**src/rtl/baud_frac_pkg.sv**
```systemverilog
package baud_frac_pkg;

    localparam int FRAC_W = 4;
    localparam int SUB_N  = 16;
    localparam int IR_W   = 4;

    typedef enum logic {
        MODE_UART = 1'b0,
        MODE_IR   = 1'b1
    } baud_mode_e;

    typedef struct packed {
        baud_mode_e        mode;
        logic [FRAC_W-1:0] frac;
    } baud_ctl_t;

    function automatic logic [FRAC_W-1:0] corr_field(input logic [7:0] corr);
        return corr[7:4];
    endfunction

    function automatic logic ir_count_zero(input logic [IR_W-1:0] cnt_lo);
        return cnt_lo == '0;
    endfunction

endpackage

```
**src/rtl/baud_cfg_reg.sv**
```systemverilog
module baud_cfg_reg
    import baud_frac_pkg::*;
#(
    parameter int CNT_W = 8
) (
    input  logic             clk,
    input  logic             rst,
    input  logic             we,
    input  logic             ir_in,
    input  logic [CNT_W-1:0] count_in,
    input  logic [7:0]       corr_in,
    output baud_ctl_t        ctl,
    output logic [CNT_W-1:0] count_eff,
    output logic             running,
    output logic             err
);

    logic [CNT_W-1:0] count_q;
    logic             illegal_w;

    assign illegal_w = ir_in && ir_count_zero(count_in[IR_W-1:0]);

    always_ff @(posedge clk) begin
        if (rst) begin
            ctl     <= '{mode: MODE_UART, frac: '0};
            count_q <= '0;
            running <= 1'b0;
            err     <= 1'b0;
        end else if (we) begin
            ctl.mode <= ir_in ? MODE_IR : MODE_UART;
            ctl.frac <= corr_field(corr_in);
            count_q  <= count_in;
            running  <= !illegal_w;
            err      <= illegal_w;
        end
    end

    generate
        if (CNT_W > IR_W) begin : g_mask
            always_comb begin
                if (ctl.mode == MODE_IR) count_eff = {{(CNT_W-IR_W){1'b0}}, count_q[IR_W-1:0]};
                else                     count_eff = count_q;
            end
        end else begin : g_nomask
            assign count_eff = count_q;
        end
    endgenerate

    AST_ERR_ON_ILLEGAL: assert property (@(posedge clk) disable iff (rst)
        we && ir_in && count_in[IR_W-1:0] == '0 |=> err);
    AST_ERR_STICKY: assert property (@(posedge clk) disable iff (rst)
        err && !we |=> err);
    AST_ERR_CLEARED: assert property (@(posedge clk) disable iff (rst)
        we && !(ir_in && count_in[IR_W-1:0] == '0) |=> !err && running);

endmodule

```
**src/rtl/baud_frac_acc.sv**
```systemverilog
module baud_frac_acc
    import baud_frac_pkg::*;
(
    input  logic              clk,
    input  logic              rst,
    input  logic              clear,
    input  logic              tick,
    input  baud_ctl_t         ctl,
    output logic              stretch
);

    localparam int SUB_W = $clog2(SUB_N);

    logic [FRAC_W-1:0] acc;
    logic [SUB_W-1:0]  sub;
    logic              add_now;
    logic [FRAC_W:0]   sum;

    assign add_now = (ctl.mode == MODE_IR) || (sub == SUB_W'(SUB_N - 1));
    assign sum     = {1'b0, acc} + {1'b0, ctl.frac};
    assign stretch = add_now && sum[FRAC_W];

    always_ff @(posedge clk) begin
        if (rst || clear) begin
            acc <= '0;
            sub <= '0;
        end else if (tick) begin
            sub <= sub + 1'b1;
            if (add_now) acc <= sum[FRAC_W-1:0];
        end
    end

    AST_UART_STRETCH_SLOT: assert property (@(posedge clk) disable iff (rst)
        stretch && ctl.mode == MODE_UART |-> sub == SUB_W'(SUB_N - 1));
    AST_ZERO_FRAC_NO_STRETCH: assert property (@(posedge clk) disable iff (rst)
        ctl.frac == '0 |-> !stretch);

endmodule

```
**src/rtl/baud_period_cnt.sv**
```systemverilog
module baud_period_cnt #(
    parameter int LIM_W = 9
) (
    input  logic             clk,
    input  logic             rst,
    input  logic             clear,
    input  logic             run,
    input  logic [LIM_W-1:0] limit,
    output logic             tick
);

    logic [LIM_W-1:0] cnt;

    assign tick = run && (cnt == limit);

    always_ff @(posedge clk) begin
        if (rst || clear || !run) cnt <= '0;
        else if (cnt >= limit)    cnt <= '0;
        else                      cnt <= cnt + 1'b1;
    end

    AST_CNT_BOUND: assert property (@(posedge clk) disable iff (rst)
        run |-> cnt <= limit);
    AST_WRITE_RESTART: assert property (@(posedge clk) disable iff (rst)
        clear |=> cnt == '0);

endmodule

```
**src/rtl/baud_frac_div.sv**
```systemverilog
module baud_frac_div
    import baud_frac_pkg::*;
#(
    parameter int CNT_W = 8
) (
    input  logic             clk,
    input  logic             rst,
    input  logic             cfg_we,
    input  logic             cfg_ir,
    input  logic [CNT_W-1:0] cfg_count,
    input  logic [7:0]       cfg_corr,
    output logic             tick,
    output logic             cfg_err
);

    localparam int LIM_W = CNT_W + 1;

    baud_ctl_t        ctl;
    logic [CNT_W-1:0] count_eff;
    logic             running;
    logic             stretch;
    logic [LIM_W-1:0] limit;

    baud_cfg_reg #(.CNT_W(CNT_W)) u_cfg (
        .clk       (clk),
        .rst       (rst),
        .we        (cfg_we),
        .ir_in     (cfg_ir),
        .count_in  (cfg_count),
        .corr_in   (cfg_corr),
        .ctl       (ctl),
        .count_eff (count_eff),
        .running   (running),
        .err       (cfg_err)
    );

    baud_frac_acc u_acc (
        .clk     (clk),
        .rst     (rst),
        .clear   (cfg_we),
        .tick    (tick),
        .ctl     (ctl),
        .stretch (stretch)
    );

    assign limit = {1'b0, count_eff} + LIM_W'(stretch);

    baud_period_cnt #(.LIM_W(LIM_W)) u_cnt (
        .clk   (clk),
        .rst   (rst),
        .clear (cfg_we),
        .run   (running),
        .limit (limit),
        .tick  (tick)
    );

    AST_ERR_SILENT: assert property (@(posedge clk) disable iff (rst)
        cfg_err |-> !tick);
    AST_SINGLE_TICK: assert property (@(posedge clk) disable iff (rst)
        tick && count_eff != '0 && !cfg_we |=> !tick);
    AST_NO_TICK_AFTER_WRITE: assert property (@(posedge clk) disable iff (rst)
        cfg_we && (cfg_ir ? cfg_count[IR_W-1:0] : cfg_count) != '0 |=> !tick);

endmodule

```
**config.mk**
```make
export PLATFORM = sky130hd
export DESIGN_NAME = baud_frac_div
export DESIGN_NICKNAME = d
export VERILOG_FILES = /design/src/rtl/baud_frac_pkg.sv /design/src/rtl/baud_cfg_reg.sv /design/src/rtl/baud_frac_acc.sv /design/src/rtl/baud_period_cnt.sv /design/src/rtl/baud_frac_div.sv
export SDC_FILE = /design/constraint.sdc
export NUM_CORES = 1
export LEC_CHECK = 0
export BUFFER_PORTS_ARGS = -buffer_cell sky130_fd_sc_hd__buf_2
export CAP_MARGIN = 20
export CORE_UTILIZATION = 51
export DETAILED_ROUTE_END_ITERATION = 7
export HOLD_SLACK_MARGIN = 0.03
export PLACE_DENSITY = 0.8
export SETUP_SLACK_MARGIN = 0.3
export SYNTH_ARGS = -nofsm -noshare
export SYNTH_HDL_FRONTEND = slang
export SYNTH_SLANG_ARGS = --single-unit
```
**constraint.sdc**
```tcl
create_clock -name clk -period 3.55 [get_ports clk]
set_clock_uncertainty 0.15 [all_clocks]
set_input_delay 0 -clock clk [delete_from_list [all_inputs] [get_ports clk]]
set_output_delay 0 -clock clk [all_outputs]
set_load 0.05 [all_outputs]
```
* Word-level counts from Yosys, hierarchy flattened
Cells that the tools add are included.
** Word-level totals
- Register bits after elaboration :: 32
- Input bits :: 20
- Output and inout port bits :: 2
** Cells by class
- Add/subtract/negate cells :: 4
- Magnitude comparators :: 1
- Equality and inequality tests :: 2
- Multiplexer cells :: 2
- Reduce and logical (&&, ||, !) cells :: 11
** Operator list (number)
- adder 8 x 1 -> 9 bit :: 1
- adder 9 x 1 -> 9 bit, second input constant :: 1
- equality test 9 bit :: 1
- >= comparator 9 bit :: 1
- 2-to-1 mux 8 bit :: 1
- adder 4 x 4 -> 5 bit :: 1
- adder 4 x 1 -> 4 bit, second input constant :: 1
- equality test 4 bit, second input constant :: 1
- logical NOT 4 bit :: 1
- logical AND 1 bit :: 3
- logical OR 1 bit :: 3
- logical NOT 1 bit :: 2
- AND reduction 2 bit :: 1
- OR reduction 2 bit :: 1
- 2-to-1 mux 1 bit :: 1

* Longest topological paths before layout
- Depth in word-level cells :: 7
- Depth in mapped cells :: 18
- Gate-level depth less buffers :: 17

* Cells and area by module
From an unflattened synthesis, not the netlist that was laid out.
** Unflattened totals
- Cell total of the unflattened synthesis :: 197
- Area total of the unflattened synthesis :: 1884.3 µm²
** Modules (own cells, without submodules)
- baud_cfg_reg :: times used 1, cells each 59, area each 621.8 µm²
- baud_period_cnt :: times used 1, cells each 68, area each 604.3 µm²
- baud_frac_acc :: times used 1, cells each 54, area each 520.5 µm²
- baud_frac_div :: times used 1, cells each 16, area each 137.6 µm²

* Worst setup path before layout
OpenSTA, ideal clock, no wires.
- Kind :: register to register
- Start :: register u_cfg.ctl[0] (netlist name)
- End :: register u_acc.acc[1]
- Library setup time :: 0.115 ns
- Arrival :: 3.467 ns
- Setup slack :: -0.183 ns
- Cell stages (with the launch flop) :: 19
- Path buffers :: 1
- Cell sequence :: dfxtp_1 ha_1 inv_1 fa_1 nor2b_1 o21ai_0 a21oi_1 ha_1 ha_1 nand2_1 nor3_1 xnor2_1 ha_1 and4_4 nand4_2 buf_6 inv_1 nand3_1 and3_1
** On the way
- Word-level cells in the longest chain between the ends :: 6
** Ends and longest elaborated chain
- adder 4 x 4 -> 5 bit :: RTL line baud_frac_acc.sv:20 : assign sum = {1'b0, acc} + {1'b0, ctl.frac};
- logical AND 1 bit :: RTL line baud_frac_acc.sv:21 : assign stretch = add_now && sum[FRAC_W];
- adder 8 x 1 -> 9 bit :: RTL line baud_frac_div.sv:46 : assign limit = {1'b0, count_eff} + LIM_W'(stretch);
- equality test 9 bit :: RTL line baud_period_cnt.sv:14 : assign tick = run && (cnt == limit);
- logical AND 1 bit :: RTL line baud_period_cnt.sv:14
- net tick :: RTL line baud_frac_div.sv:12 : output logic tick,
- AND reduction 2 bit (no source line)
- to (signal assigned) :: RTL line baud_frac_acc.sv:29 : if (add_now) acc <= sum[FRAC_W-1:0];
- to (decl) :: RTL line baud_frac_acc.sv:14 : logic [FRAC_W-1:0] acc;
The timed path passes the listed nets, and every way through them passes these cells.
A chain may end at the register's enable or synchronous reset.

* Final worst setup path
- Start :: register u_acc.acc[0]
- End :: register u_acc.acc[3]
** On the way
- Word-level cells in the longest chain between the ends :: 6
** Ends and longest elaborated chain (RTL line)
- adder 4 x 4 -> 5 bit (*) :: baud_frac_acc.sv:20
- logical AND 1 bit :: baud_frac_acc.sv:21
- adder 8 x 1 -> 9 bit :: baud_frac_div.sv:46
- equality test 9 bit :: baud_period_cnt.sv:14
- logical AND 1 bit :: baud_period_cnt.sv:14
- AND reduction 2 bit (no source line)
Mark *: on every way between the ends. The rest lies on a longest branch, timed or not.

==> metrics.txt <==
Max-slew headroom 68.6%; sequential area share after synthesis 36.4%; adder-cell share of the synthesized area between 10% and 20%; Peak Freq between 0.2 and 0.3 GHz; Synth Net Count 231; initial DRC count 109; number of buffers created by CTS 5; GRT overflow 0; Non-Filler Instances 299; routed len/inst 16.2 µm; Final Hold Fails 0; worst endpoint data arrival time 3.73 ns; Worst Path Required around 3.7 ns; CP max stage delay 0.37 ns; crit-path cells ha_4, inv_2, fa_2, nor2b_2, o21ai_1, a21oi_1, ha_2, and3_4, nand4_1, xnor2_1, nand2b_1, ha_4, and4_4, nand4_4, buf_6, o211ai_1, o41ai_2; fin crit share 102%; CTS tree yes; via total after detailed routing ~1700; Setup Viol. Count Final 4; hold crit path type in -> reg; Crit. Startpoint u_acc.acc[0]; post-DP HPWL 2.43 mm; CP startpoint kind register; gpl congestion around 0.8; ys async rst share 0%; Netlist cell types 41; pin count of the biggest net entering global routing 19; final WL just under 5 mm; largest family of logic cells by synthesized area simple AND/OR/NAND/NOR gates; simple-gate share of the synthesized area about a fifth; failing checks setup timing; starting density of the core 55.9%; Mean Syn Cell Area between 9 and 10 µm²; clock buffer depth 2; commonest non-fill, non-tap cell in the layout dfxtp_1; Net Sw Frac 27.1%; All-Layer GR Usage 28.5%; I/O pin count 22; commonest non-fill, non-tap cells in the layout dfxtp_1, dlygate4sd3_1, nor2_1, buf_2; clock slew at reported path FFs 0.12 ns; via/cell ratio 5.63; CP max FO 7; r2r startpoint u_acc.acc[0]; Post-Syn Instances 193; mux cell area share after synthesis between 7 and 8%; CP most frequent cell ha_4; fin area 0.00249 mm²; initial antenna violation count 0; power density over the cells 326 mW/mm²; critical path endpoint category register; number of global-route vias before repair 1699; net load switching power around 0.22 mW; die area around 0.0037 mm²; Clock Latency Late Sink 0.37 ns; status finished, violations left; ant diodes 0; Max Cap Viol 0; clock network power share 35.5%; row cnt 20; Reg power frac 47.1%; final worst slack -0.0723 ns; port bufs 17; Detail Route Antenna Nets 0; top-area cell type share of the netlist area 36.4%; Leak Pwr 1.01 nW; post-route minimum period 3.62 ns; synth warn 0; area of the core 0.00315 mm²; clock sink count 32; worst slew pin tran 0.471 ns; Placement Cell Area 0.00192 mm²; Layout Nets 292; clk root buf clkbuf_4; Post-Synth XOR/XNOR Area ~7.5%; first-pass GRT wire length 7.45 mm; compound-gate portion of the synthesized area 10.7%; largest cells by area after synthesis dfxtp_1, ha_1, mux2i_1; die height 60.8 µm; Slew Viols, Final 0; slowest CP cell dfxtp_2; Comb power frac 17.4%; DRC errors left 0; Placed Cells 249; RSZ-0062 raised after global routing yes; H-Tree Level Count 2; cell taking the most area after synthesis dfxtp_1; area grow syn2layout 41.1%; ratio of cells with drive above 1 in the final layout 26.7%; Max VDD drop 262 µV; Die W 60.8 µm; dominant synthesized flop cell dfxtp_1; Post-synth EDFFs 0; First-pass DRT Iterations 4; P_int between 0.5 and 0.6 mW; Mapped Area roughly 0.0018 mm²; HP Start cfg_we; FF+latch count, synth 32; WS Path Type reg -> reg
==> cell type report <==
class,instances,area [µm²]
clock inverter,3,42.5
inverter,13,52.6
multi-input combinational,141,1150
sequential,32,643
clock buffer,5,37.5
tap,44,55.1
timing repair buffer,61,509
fill,182,667
==> synth_stat cells (2+ instances only) <==
cell type / number
dfxtp_1: 32
nor3_1: 10
xnor2_1: 13
o21ai_0: 8
clkbuf_1: 3
nand2b_1: 4
a211oi_1: 2
nand2_1: 5
buf_6: 2
xor2_1: 2
inv_1: 13
mux2i_1: 13
nor2_1: 21
nand4_1: 2
nor2b_1: 3
and3_1: 2
nand3_1: 10
or3_1: 2
a31o_2: 2
ha_1: 17
a21oi_1: 7
==> cells by family after synthesis <==
kind of cell	after synthesis
multiplexers	13
AND/OR/NAND/NOR	67
adder cells (fa/ha/maj)	18
AO/OA/AOI/OAI	28
XOR/XNOR	15
buffers and inverters	20
flip-flops	32
==> registers in the layout, indices dropped and copies added, names as in the netlist <==
name,count
u_acc.sub,4
u_cfg.running,1
u_cfg.ctl,5
u_acc.acc,4
u_cfg.count_q,8
u_cfg.err,1
u_cnt.cnt,9
==> power by group through the flow <==
stage	Clock [mW]	Combinational (mW)	Sequential, mW
floorplan	0	0.0675	0.386
global placement	0	0.0856	0.388
detailed placement	0	0.0870	0.388
CTS	0.284	0.121	0.380
global route	0.300	0.152	0.383
finish	0.287	0.141	0.382
==> worst paths after layout <==
path / endpoint / slack (ns) / depth (start not counted)
worst max register to register: u_acc.acc[3] / -0.07 / 17
worst max-delay path: u_acc.acc[3] / -0.07 / 17
worst min register to register: u_cfg.err / 0.33 / 2
worst min-delay path: u_cfg.err / 0.05 / 3
==> worst max-delay path, delay by kind of cell (launching register included) <==
kind / cells / cell delay, ns
adders and majority gates: 4 / 1.02
and+or+nand+nor: 6 / 0.95
AOI/OAI and AO/OA: 4 / 0.62
DFF: 1 / 0.37
buffers and inverters: 2 / 0.20
xor gates and xnor gates: 1 / 0.18
==> what timing repair did <==
action	in CTS	in global routing
hold buffers	29	0
hold endpoints to repair	15	0
pin swaps	10	14
gates cloned	0	0
buffers inserted	7	6
gates resized for setup	7	13
endpoints found under the setup margin	18	18
==> per-layer routing <==
metal,GRT usage (%),routed length (µm)
met5,0,0
met4,18.8,216
met1,27.5,1800
met3,6.18,218
met2,54.0,2610
==> through the flow <==
step | hold slack [ns] | utilization [%] | power (mW) | TNS, ns | worst slack, ns
final | 0.0524 | 78.8 | 0.811 | -0.168 | -0.0723
after global routing | 0.0673 | 78.8 | 0.834 | -2.50 | -0.268
after CTS | 0.0361 | 75.4 | 0.785 | 0 | 0.113
after floorplan | -0.00289 | - | 0.453 | 0 | 0.159
after global placement | 0.0842 | 61.0 | 0.473 | 0 | 0.134
after detailed placement | 0.0950 | 61.0 | 0.475 | 0 | 0.0817
(Power assumes the default switching activity.)
